--- config.mk ---
export PLATFORM = sky130hd
export DESIGN_NAME = irq_chain_ctl
export DESIGN_NICKNAME = d
export VERILOG_FILES = /design/src/rtl/irq_chain_pkg.sv /design/src/rtl/irq_ser_bank.sv /design/src/rtl/irq_dma_bank.sv /design/src/rtl/irq_prio.sv /design/src/rtl/irq_chain_ctl.sv
export SDC_FILE = /design/constraint.sdc
export NUM_CORES = 1
export LEC_CHECK = 0
export ABC_AREA = 0
export CAP_MARGIN = 20
export CELL_PAD_IN_SITES_DETAIL_PLACEMENT = 0
export CELL_PAD_IN_SITES_GLOBAL_PLACEMENT = 2
export CORE_ASPECT_RATIO = 0.7
export CORE_MARGIN = 3
export CORE_UTILIZATION = 25
export CTS_CLUSTER_SIZE = 12
export DETAILED_ROUTE_END_ITERATION = 7
export PLACE_DENSITY_LB_ADDON = 0.1
export SYNTH_ARGS = -nofsm -noshare
export SYNTH_HDL_FRONTEND = slang
export SYNTH_HIERARCHICAL = 1
export SYNTH_SLANG_ARGS = --single-unit
--- constraint.sdc ---
create_clock -name clk -period 6 [get_ports clk]
set_input_delay 1.2 -clock clk [delete_from_list [all_inputs] [get_ports clk]]
set_output_delay 1.2 -clock clk [all_outputs]
set_load 0.01 [all_outputs]
--- src/rtl/irq_chain_pkg.sv ---
package irq_chain_pkg;
  typedef enum logic [1:0] {
    ACK_IDLE = 2'd0,
    ACK_HIT  = 2'd1,
    ACK_MISS = 2'd2
  } ack_st_t;
endpackage

--- src/rtl/irq_ser_bank.sv ---
module irq_ser_bank #(
  parameter int N_SRC = 6
) (
  input  logic             clk,
  input  logic             rst_n,
  input  logic [N_SRC-1:0] evt,
  input  logic [N_SRC-1:0] ie,
  input  logic [N_SRC-1:0] clr,
  output logic [N_SRC-1:0] ip
);
  for (genvar i = 0; i < N_SRC; i++) begin : g_src
    logic ip_q;
    always_ff @(posedge clk or negedge rst_n) begin
      if (!rst_n)               ip_q <= 1'b0;
      else if (evt[i] && ie[i]) ip_q <= 1'b1;
      else if (clr[i])          ip_q <= 1'b0;
    end
    assign ip[i] = ip_q;

    // a disabled source never becomes pending
    p_ser_ip_blocked_r1: assert property (@(posedge clk) disable iff (!rst_n)
      (!ie[i] && !ip_q) |=> !ip_q);
  end
endmodule

--- src/rtl/irq_dma_bank.sv ---
module irq_dma_bank #(
  parameter int N_CH = 4
) (
  input  logic            clk,
  input  logic            rst_n,
  input  logic [N_CH-1:0] tc_evt,
  input  logic [N_CH-1:0] abt_evt,
  input  logic [N_CH-1:0] tc_ie,
  input  logic [N_CH-1:0] abt_ie,
  input  logic [N_CH-1:0] clr,
  output logic [N_CH-1:0] ip,
  output logic [N_CH-1:0] act
);
  for (genvar j = 0; j < N_CH; j++) begin : g_ch
    logic tc_q, abt_q;
    always_ff @(posedge clk or negedge rst_n) begin
      if (!rst_n) begin
        tc_q  <= 1'b0;
        abt_q <= 1'b0;
      end else begin
        if (tc_evt[j])   tc_q <= 1'b1;
        else if (clr[j]) tc_q <= 1'b0;
        if (abt_evt[j])  abt_q <= 1'b1;
        else if (clr[j]) abt_q <= 1'b0;
      end
    end
    assign ip[j]  = tc_q | abt_q;
    assign act[j] = (tc_q & tc_ie[j]) | (abt_q & abt_ie[j]);

    // either cause raises the shared pending bit regardless of enables
    p_dma_ip_ungated_r2: assert property (@(posedge clk) disable iff (!rst_n)
      (tc_evt[j] || abt_evt[j]) |=> ip[j]);
  end
endmodule

--- src/rtl/irq_prio.sv ---
module irq_prio #(
  parameter int N     = 10,
  parameter int IDX_W = 4
) (
  input  logic [N-1:0]     req,
  input  logic [N-1:0]     ius,
  output logic [N-1:0]     elig,
  output logic             any,
  output logic [IDX_W-1:0] win
);
  logic [N-1:0] blk;

  assign blk[0] = ius[0];
  for (genvar k = 1; k < N; k++) begin : g_pfx
    assign blk[k] = blk[k-1] | ius[k];
  end

  assign elig = req & ~blk;
  assign any  = |elig;

  always_comb begin
    win = '0;
    for (int k = N - 1; k >= 0; k--) begin
      if (elig[k]) win = IDX_W'(k);
    end
  end
endmodule

--- src/rtl/irq_chain_ctl.sv ---
module irq_chain_ctl
  import irq_chain_pkg::*;
#(
  parameter int N_SER_CH = 2,
  parameter int SER_KIND = 3,
  parameter int N_DMA    = 4,
  parameter int VEC_W    = 8
) (
  input  logic                          clk,
  input  logic                          rst_n,
  input  logic [N_SER_CH*SER_KIND-1:0]  ser_evt,
  input  logic [N_SER_CH*SER_KIND-1:0]  ser_ie,
  input  logic                          ser_mie,
  input  logic [N_DMA-1:0]              dma_tc_evt,
  input  logic [N_DMA-1:0]              dma_abt_evt,
  input  logic [N_DMA-1:0]              dma_tc_ie,
  input  logic [N_DMA-1:0]              dma_abt_ie,
  input  logic                          dma_mie,
  input  logic [N_SER_CH*SER_KIND+N_DMA-1:0] ip_clr,
  input  logic [N_SER_CH*SER_KIND+N_DMA-1:0] ius_clr,
  input  logic                          iei,
  input  logic                          intack,
  input  logic [VEC_W-1:0]              base_vec,
  input  logic                          vec_status_en,
  output logic                          int_n,
  output logic                          ieo,
  output logic                          vec_valid,
  output logic [VEC_W-1:0]              vec_out,
  output logic [N_SER_CH*SER_KIND+N_DMA-1:0] ip_out,
  output logic [N_SER_CH*SER_KIND+N_DMA-1:0] ius_out
);
  localparam int N_SER = N_SER_CH * SER_KIND;
  localparam int N     = N_SER + N_DMA;
  localparam int IDX_W = $clog2(N);

  logic [N_SER-1:0] ser_ip;
  logic [N_DMA-1:0] dma_ip, dma_act;
  logic [N-1:0]     req, elig, ius_q, set_mask;
  logic             any_elig;
  logic [IDX_W-1:0] win;
  ack_st_t          st_q;
  logic [VEC_W-1:0] vec_q;
  logic             take;

  irq_ser_bank #(.N_SRC(N_SER)) u_ser (
    .clk(clk), .rst_n(rst_n), .evt(ser_evt), .ie(ser_ie),
    .clr(ip_clr[N_SER-1:0]), .ip(ser_ip)
  );

  irq_dma_bank #(.N_CH(N_DMA)) u_dma (
    .clk(clk), .rst_n(rst_n), .tc_evt(dma_tc_evt), .abt_evt(dma_abt_evt),
    .tc_ie(dma_tc_ie), .abt_ie(dma_abt_ie), .clr(ip_clr[N-1:N_SER]),
    .ip(dma_ip), .act(dma_act)
  );

  assign req = {dma_act & {N_DMA{dma_mie}}, ser_ip & {N_SER{ser_mie}}};

  irq_prio #(.N(N), .IDX_W(IDX_W)) u_prio (
    .req(req), .ius(ius_q), .elig(elig), .any(any_elig), .win(win)
  );

  assign take     = (st_q == ACK_IDLE) && intack && iei && any_elig;
  assign set_mask = take ? (N'(1) << win) : '0;

  always_ff @(posedge clk or negedge rst_n) begin
    if (!rst_n) begin
      ius_q <= '0;
      st_q  <= ACK_IDLE;
      vec_q <= '0;
    end else begin
      ius_q <= (ius_q & ~ius_clr) | set_mask;
      case (st_q)
        ACK_IDLE: if (intack) begin
          st_q <= take ? ACK_HIT : ACK_MISS;
          if (take)
            vec_q <= vec_status_en ? {base_vec[VEC_W-1:IDX_W], win} : base_vec;
        end
        default:  if (!intack) st_q <= ACK_IDLE;
      endcase
    end
  end

  assign int_n     = ~(iei & any_elig);
  assign ieo       = iei & ~(|ius_q) & ~any_elig;
  assign vec_valid = (st_q == ACK_HIT);
  assign vec_out   = vec_q;
  assign ip_out    = {dma_ip, ser_ip};
  assign ius_out   = ius_q;

  // no request without the upstream chain enable
  p_int_needs_iei_r3: assert property (@(posedge clk) disable iff (!rst_n)
    !iei |-> int_n);
  // a source under service holds the chain output low
  p_ieo_blocked_r4: assert property (@(posedge clk) disable iff (!rst_n)
    (|ius_q) |-> !ieo);
  // at most one under-service bit is added per acknowledge
  p_one_ius_set_r6: assert property (@(posedge clk) disable iff (!rst_n)
    (st_q == ACK_IDLE) |=> $onehot0(ius_q & ~$past(ius_q)));
  // the returned vector is frozen while the strobe is held
  p_vec_stable_r7: assert property (@(posedge clk) disable iff (!rst_n)
    (vec_valid && intack) |=> $stable(vec_out));
  // under-service bits persist until explicitly cleared
  p_ius_sticky_r8: assert property (@(posedge clk) disable iff (!rst_n)
    (|(ius_q & ~ius_clr)) |=>
      ((ius_q & $past(ius_q & ~ius_clr)) == $past(ius_q & ~ius_clr)));
endmodule

# Word level (Yosys, flattened, before mapping)

Index checks and enable logic that the tools add are counted.

Register bits after elaboration: 34
Logic and storage cells: 127
Input bits: 63
Output and inout bits: 31

Shift operators: 1
Bitwise logic cells: 38
Equality and inequality tests: 3
Muxes and demuxes: 40
Reduce and logical (&&, ||, !) cells: 28

Operators by type and width:

| kind                 | number |
|---|---|
| $mux 4               | 11 |
| $reduce_bool 2->1    | 14 |
| $mux 1               | 24 |
| $and 10x10->10       | 2 |
| $not 10->10          | 2 |
| $reduce_or 10->1     | 2 |
| $or 1x1->1           | 17 |
| $and 1x1->1          | 11 |
| $mux 10              | 1 |
| $or 10x10->10        | 1 |
| $shl 1x4->10 const A | 1 |
| $logic_and 1x1->1    | 9 |
| $mux 2               | 4 |
| $and 6x6->6          | 1 |
| $and 4x4->4          | 1 |
| $not 1->1            | 3 |
| $reduce_and 3->1     | 1 |
| $eq 2x1->1 const B   | 1 |
| $logic_not 2->1      | 1 |
| $ne 2x1->1 const B   | 1 |
| $ne 2x2->1 const B   | 1 |
| $reduce_and 2->1     | 1 |

# Longest topological paths before layout

Depth after elaboration: 24
Mapped depth: 9
Depth with buffers taken out: 9

# Hierarchy

The synthesis kept the hierarchy.

Modules (own cells, without submodules):

| module        | instances | area an instance (sq um) | cells each | seq. area each (sq um) |
|---|---|---|---|---|
| irq_chain_ctl | 1         | 967.2                    | 84         | 500.5 |
| irq_dma_bank  | 1         | 335.3                    | 28         | 200.2 |
| irq_ser_bank  | 1         | 292.8                    | 30         | 150.1 |
| irq_prio      | 1         | 281.5                    | 45         | 0.0 |

# Least setup slack after synthesis

Ideal clock, no wire load.

Path kind: input-to-output
Start: input port dma_tc_ie[1]
End: output port ieo
Path buffers: 0
Path slack: 2188 ps
Stages: 8
Required time: 4800 ps
Arrival time: 2612 ps
Cells stage by stage: a22o_1 -> and2_1 -> nor2b_1 -> o21ai_0 -> a21o_1 -> nand3b_1 -> nor4b_1 -> and3_1

Word-level cells in the longest chain between the ends: 7

Ends and longest elaborated chain:

| element            | line                | source |
|---|---|---|
| start: declaration | irq_chain_ctl.sv:16 | `input logic [N_DMA-1:0] dma_tc_ie,` |
| $and 1x1->1        | irq_dma_bank.sv:28  | `assign act[j] = (tc_q & tc_ie[j]) \| (abt_q & abt_ie[j]);` |
| $or 1x1->1         | irq_dma_bank.sv:28  |  |
| $and 4x4->4        | irq_chain_ctl.sv:56 | `assign req = {dma_act & {N_DMA{dma_mie}}, ser_ip & {N_SER{ser_mie}}};` |
| via req[7]         | irq_chain_ctl.sv:38 | `logic [N-1:0] req, elig, ius_q, set_mask;` |
| $and 10x10->10     | irq_prio.sv:18      | `assign elig = req & ~blk;` |
| $reduce_or 10->1   | irq_prio.sv:19      | `assign any = \|elig;` |
| via any_elig       | irq_chain_ctl.sv:39 | `logic any_elig;` |
| $not 1->1          | irq_chain_ctl.sv:84 | `assign ieo = iei & ~(\|ius_q) & ~any_elig;` |
| $and 1x1->1        | irq_chain_ctl.sv:84 |  |
| end: declaration   | irq_chain_ctl.sv:26 | `output logic ieo,` |

The timed path passes the listed nets, and every way through them passes these cells.

# Worst setup path after layout

Start: input port dma_tc_ie[1]
End: output port ieo

Word-level cells in the longest chain between the ends: 7

Ends and longest elaborated chain:

| element          | line                | source |
|---|---|---|
| $and 1x1->1      | irq_dma_bank.sv:28  |  |
| $or 1x1->1       | irq_dma_bank.sv:28  |  |
| via dma_act[1]   | irq_chain_ctl.sv:37 | `logic [N_DMA-1:0] dma_ip, dma_act;` |
| $and 4x4->4      | irq_chain_ctl.sv:56 |  |
| via req[7]       | irq_chain_ctl.sv:38 |  |
| $and 10x10->10   | irq_prio.sv:18      |  |
| $reduce_or 10->1 | irq_prio.sv:19      |  |
| via any_elig     | irq_chain_ctl.sv:39 |  |
| $not 1->1        | irq_chain_ctl.sv:84 |  |
| $and 1x1->1      | irq_chain_ctl.sv:84 |  |

The timed path passes the listed nets, and every way through them passes these cells.

==> flow_metrics.env <==
export IMPL_core_sq_um=6910
export IMPL_portBuffers=93
export IMPL_final_min_clock_period_ns=4.91
export IMPL_wl_mm=5.06
export IMPL_num_rows=25
export IMPL_r2r_start="u_dma/g_ch[1].tc_q$_DFFE_PN0P_"
export IMPL_dp_cells=358
export IMPL_synth_avg_cell_area_sq_um=10.3
export IMPL_clock_latency_ns=0.29
export IMPL_min_delay_start="u_dma/g_ch[2].abt_q$_DFFE_PN0P_"
export IMPL_rsz0062_at_grt="false"
export IMPL_seq_area_sq_um=851
export IMPL_h_tree_depth=2
export IMPL_syn_to_final_growth_pct=59.7
export IMPL_fill_cells=694
export IMPL_final_hold_viol_count=0
export IMPL_drive_above_1_share_pct=14.0
export IMPL_crit_top_cell="clkdlybuf4s50_1"
export IMPL_dr_pass1_iters=4
export IMPL_power_per_cell_area_nw_per_um2=295
export IMPL_clock_path_buffers=2
export IMPL_overflow=0
export IMPL_crit_path_max_incr_delay_ns=0.54
export IMPL_fin_area_sq_um=2920
export IMPL_num_vias=1590
export IMPL_worstMarginPinSlew_ns=0.781
export IMPL_peakVddDrop_v=0.000107
export IMPL_die_x_um=108
export IMPL_finClkSkew_ns=0.00630
export IMPL_final_common_cell="clkdlybuf4s50_1"
export IMPL_grt_pass1_wl_mm=8.10
export IMPL_startpoint_type="input pin"
export IMPL_whs_endpoint="u_dma/g_ch[2].abt_q$_DFFE_PN0P_"
export IMPL_cts_inserted_buffers=5
export IMPL_antenna_diode_count=0
export IMPL_place_area_sq_um=2820
export IMPL_grt_max_degree=35
export IMPL_cp_max_fo=4
export IMPL_maxCapViolations=0
export IMPL_holdBufCountCts=0
export IMPL_gp_congestion=0.735
export IMPL_endpoint_kind="output pin"
export IMPL_initialDrtViolationCount=18
export IMPL_crit_slowest_cell="clkdlybuf4s50_1"
export IMPL_layout_common_cells="clkdlybuf4s50_1 (92), dfrtp_1 (34), inv_1 (23), mux2_2 (12), and2_1 (11)"
export IMPL_max_freq_mhz=204
export IMPL_remaining_drc_errors=0
export IMPL_cts_root_buf="clkbuf_8"
export IMPL_rr_endpoint="vec_out[0]$_DFFE_PN0P_"
export IMPL_cts_num_sinks=34
export IMPL_avgViaCountPerCell=4.34
export IMPL_period_share_pct=81.8
export IMPL_multiInputGateArea_sq_um=843
export IMPL_syn_instance_count=177
export IMPL_arrival_ns=3.71
export IMPL_final_nets=335
export IMPL_final_cells=366
export IMPL_clkSlewWorstSetupHoldPaths_ns=0.07
export IMPL_final_util_pct=42.2
export IMPL_yosys_warnings=6
export IMPL_finalSetupTns_ns=0
export IMPL_slew_violations=0
export IMPL_ant_nets=0
export IMPL_cts_tree="done"
export IMPL_finalSetupViolCount=0
export IMPL_cts_repair_resized=0
export IMPL_syn_cell_area_sq_um=1830
export IMPL_max_slew_margin_rel_pct=47.9
export IMPL_ff2ff_path_depth=9
export IMPL_wl_per_cell_um=13.8
export IMPL_crit_chain="clkdlybuf4s50_1 -> a22o_1 -> and2_1 -> nor2b_1 -> o21ai_0 -> a21o_1 -> nand3b_1 -> nor4b_1 -> and3_1 -> clkdlybuf4s50_1"
export IMPL_grt_pass1_vias=1597
export IMPL_dieArea_sq_um=8380
export IMPL_post_cts_buffers=0
export IMPL_rrSetupSlack_ns=3.67
export IMPL_leakage_nw=1.22
export IMPL_hpwl_mm=4.06
export IMPL_grt_usage_pct=12.5
export IMPL_status="completed"
export IMPL_ios=94
export IMPL_crit_type="in -> out"
export IMPL_syn_nets=241
export IMPL_min_path_type="reg -> reg"
export IMPL_die_h_um=77.5
export IMPL_hold_depth=1
export IMPL_hold_worst_slack_ns=0.495
export IMPL_antenna_found_initial=0
export IMPL_worstPathRequired_ns=4.80
export IMPL_start_util_pct=26.4
[layer usage]
layer / vias to the layer above / GRT usage, % / part of all wire [%]
met5: - / 0 / 0
li1: 797 / - / -
met3: 5 / 4.41 / 8.3
met1: 736 / 18.0 / 50
met2: 52 / 17.6 / 41
met4: 0 / 3.40 / 0.77
[flip-flops by register name (all words and copies together) (netlist names)]
signal / cells
ius_out: 10
vec_out: 8
u_ser/g_src.ip_q: 6
u_dma/g_ch.abt_q: 4
u_dma/g_ch.tc_q: 4
st_q: 2
[power breakdown]
part | leakage, nW | internal (mW) | switching [mW] | total [mW]
sequential | 0.423 | 0.276 | 0.0392 | 0.315
clock | 0.0482 | 0.0927 | 0.0857 | 0.178
combinational | 0.753 | 0.210 | 0.156 | 0.366
total | 1.22 | 0.579 | 0.281 | 0.859
[through the flow]
stage          total power, mW  setup WS, ns
3_3_place_gp             0.692          1.12
3_5_place_dp             0.691          1.11
6_report                 0.859          1.09
2_1_floorplan            0.515          2.20
4_1_cts                  0.875          1.09
5_1_grt                  0.922         0.911
[critical path, delay by kind of cell]
kind            cells  cell delay (ns)
buf+inv             2             0.95
simple gates        5             0.95
compound gates      3             0.61
[area by class of cell]
class / count / share of cell area [%]
repair buffers: 93 / 31.8
flip-flops and latches: 34 / 29.2
multi-input cells: 114 / 28.9
well taps: 94 / 4.03
clock buffers: 7 / 2.96
inverters: 23 / 2.96
clock inverters: 1 / 0.172
[how the worst max path moves through the flow]
stage | depth (start not counted) | slack (ns) | from | to
2_1_floorplan | 8 | 2.20 | dma_tc_ie[1] | ieo
3_3_place_gp | 10 | 1.12 | dma_tc_ie[1] | ieo
3_5_place_dp | 10 | 1.11 | dma_tc_ie[1] | ieo
4_1_cts | 10 | 1.09 | dma_tc_ie[1] | ieo
5_1_grt | 10 | 0.91 | dma_tc_ie[1] | ieo
6_report | 10 | 1.09 | dma_tc_ie[1] | ieo
Power figures use the tool's default switching activity.
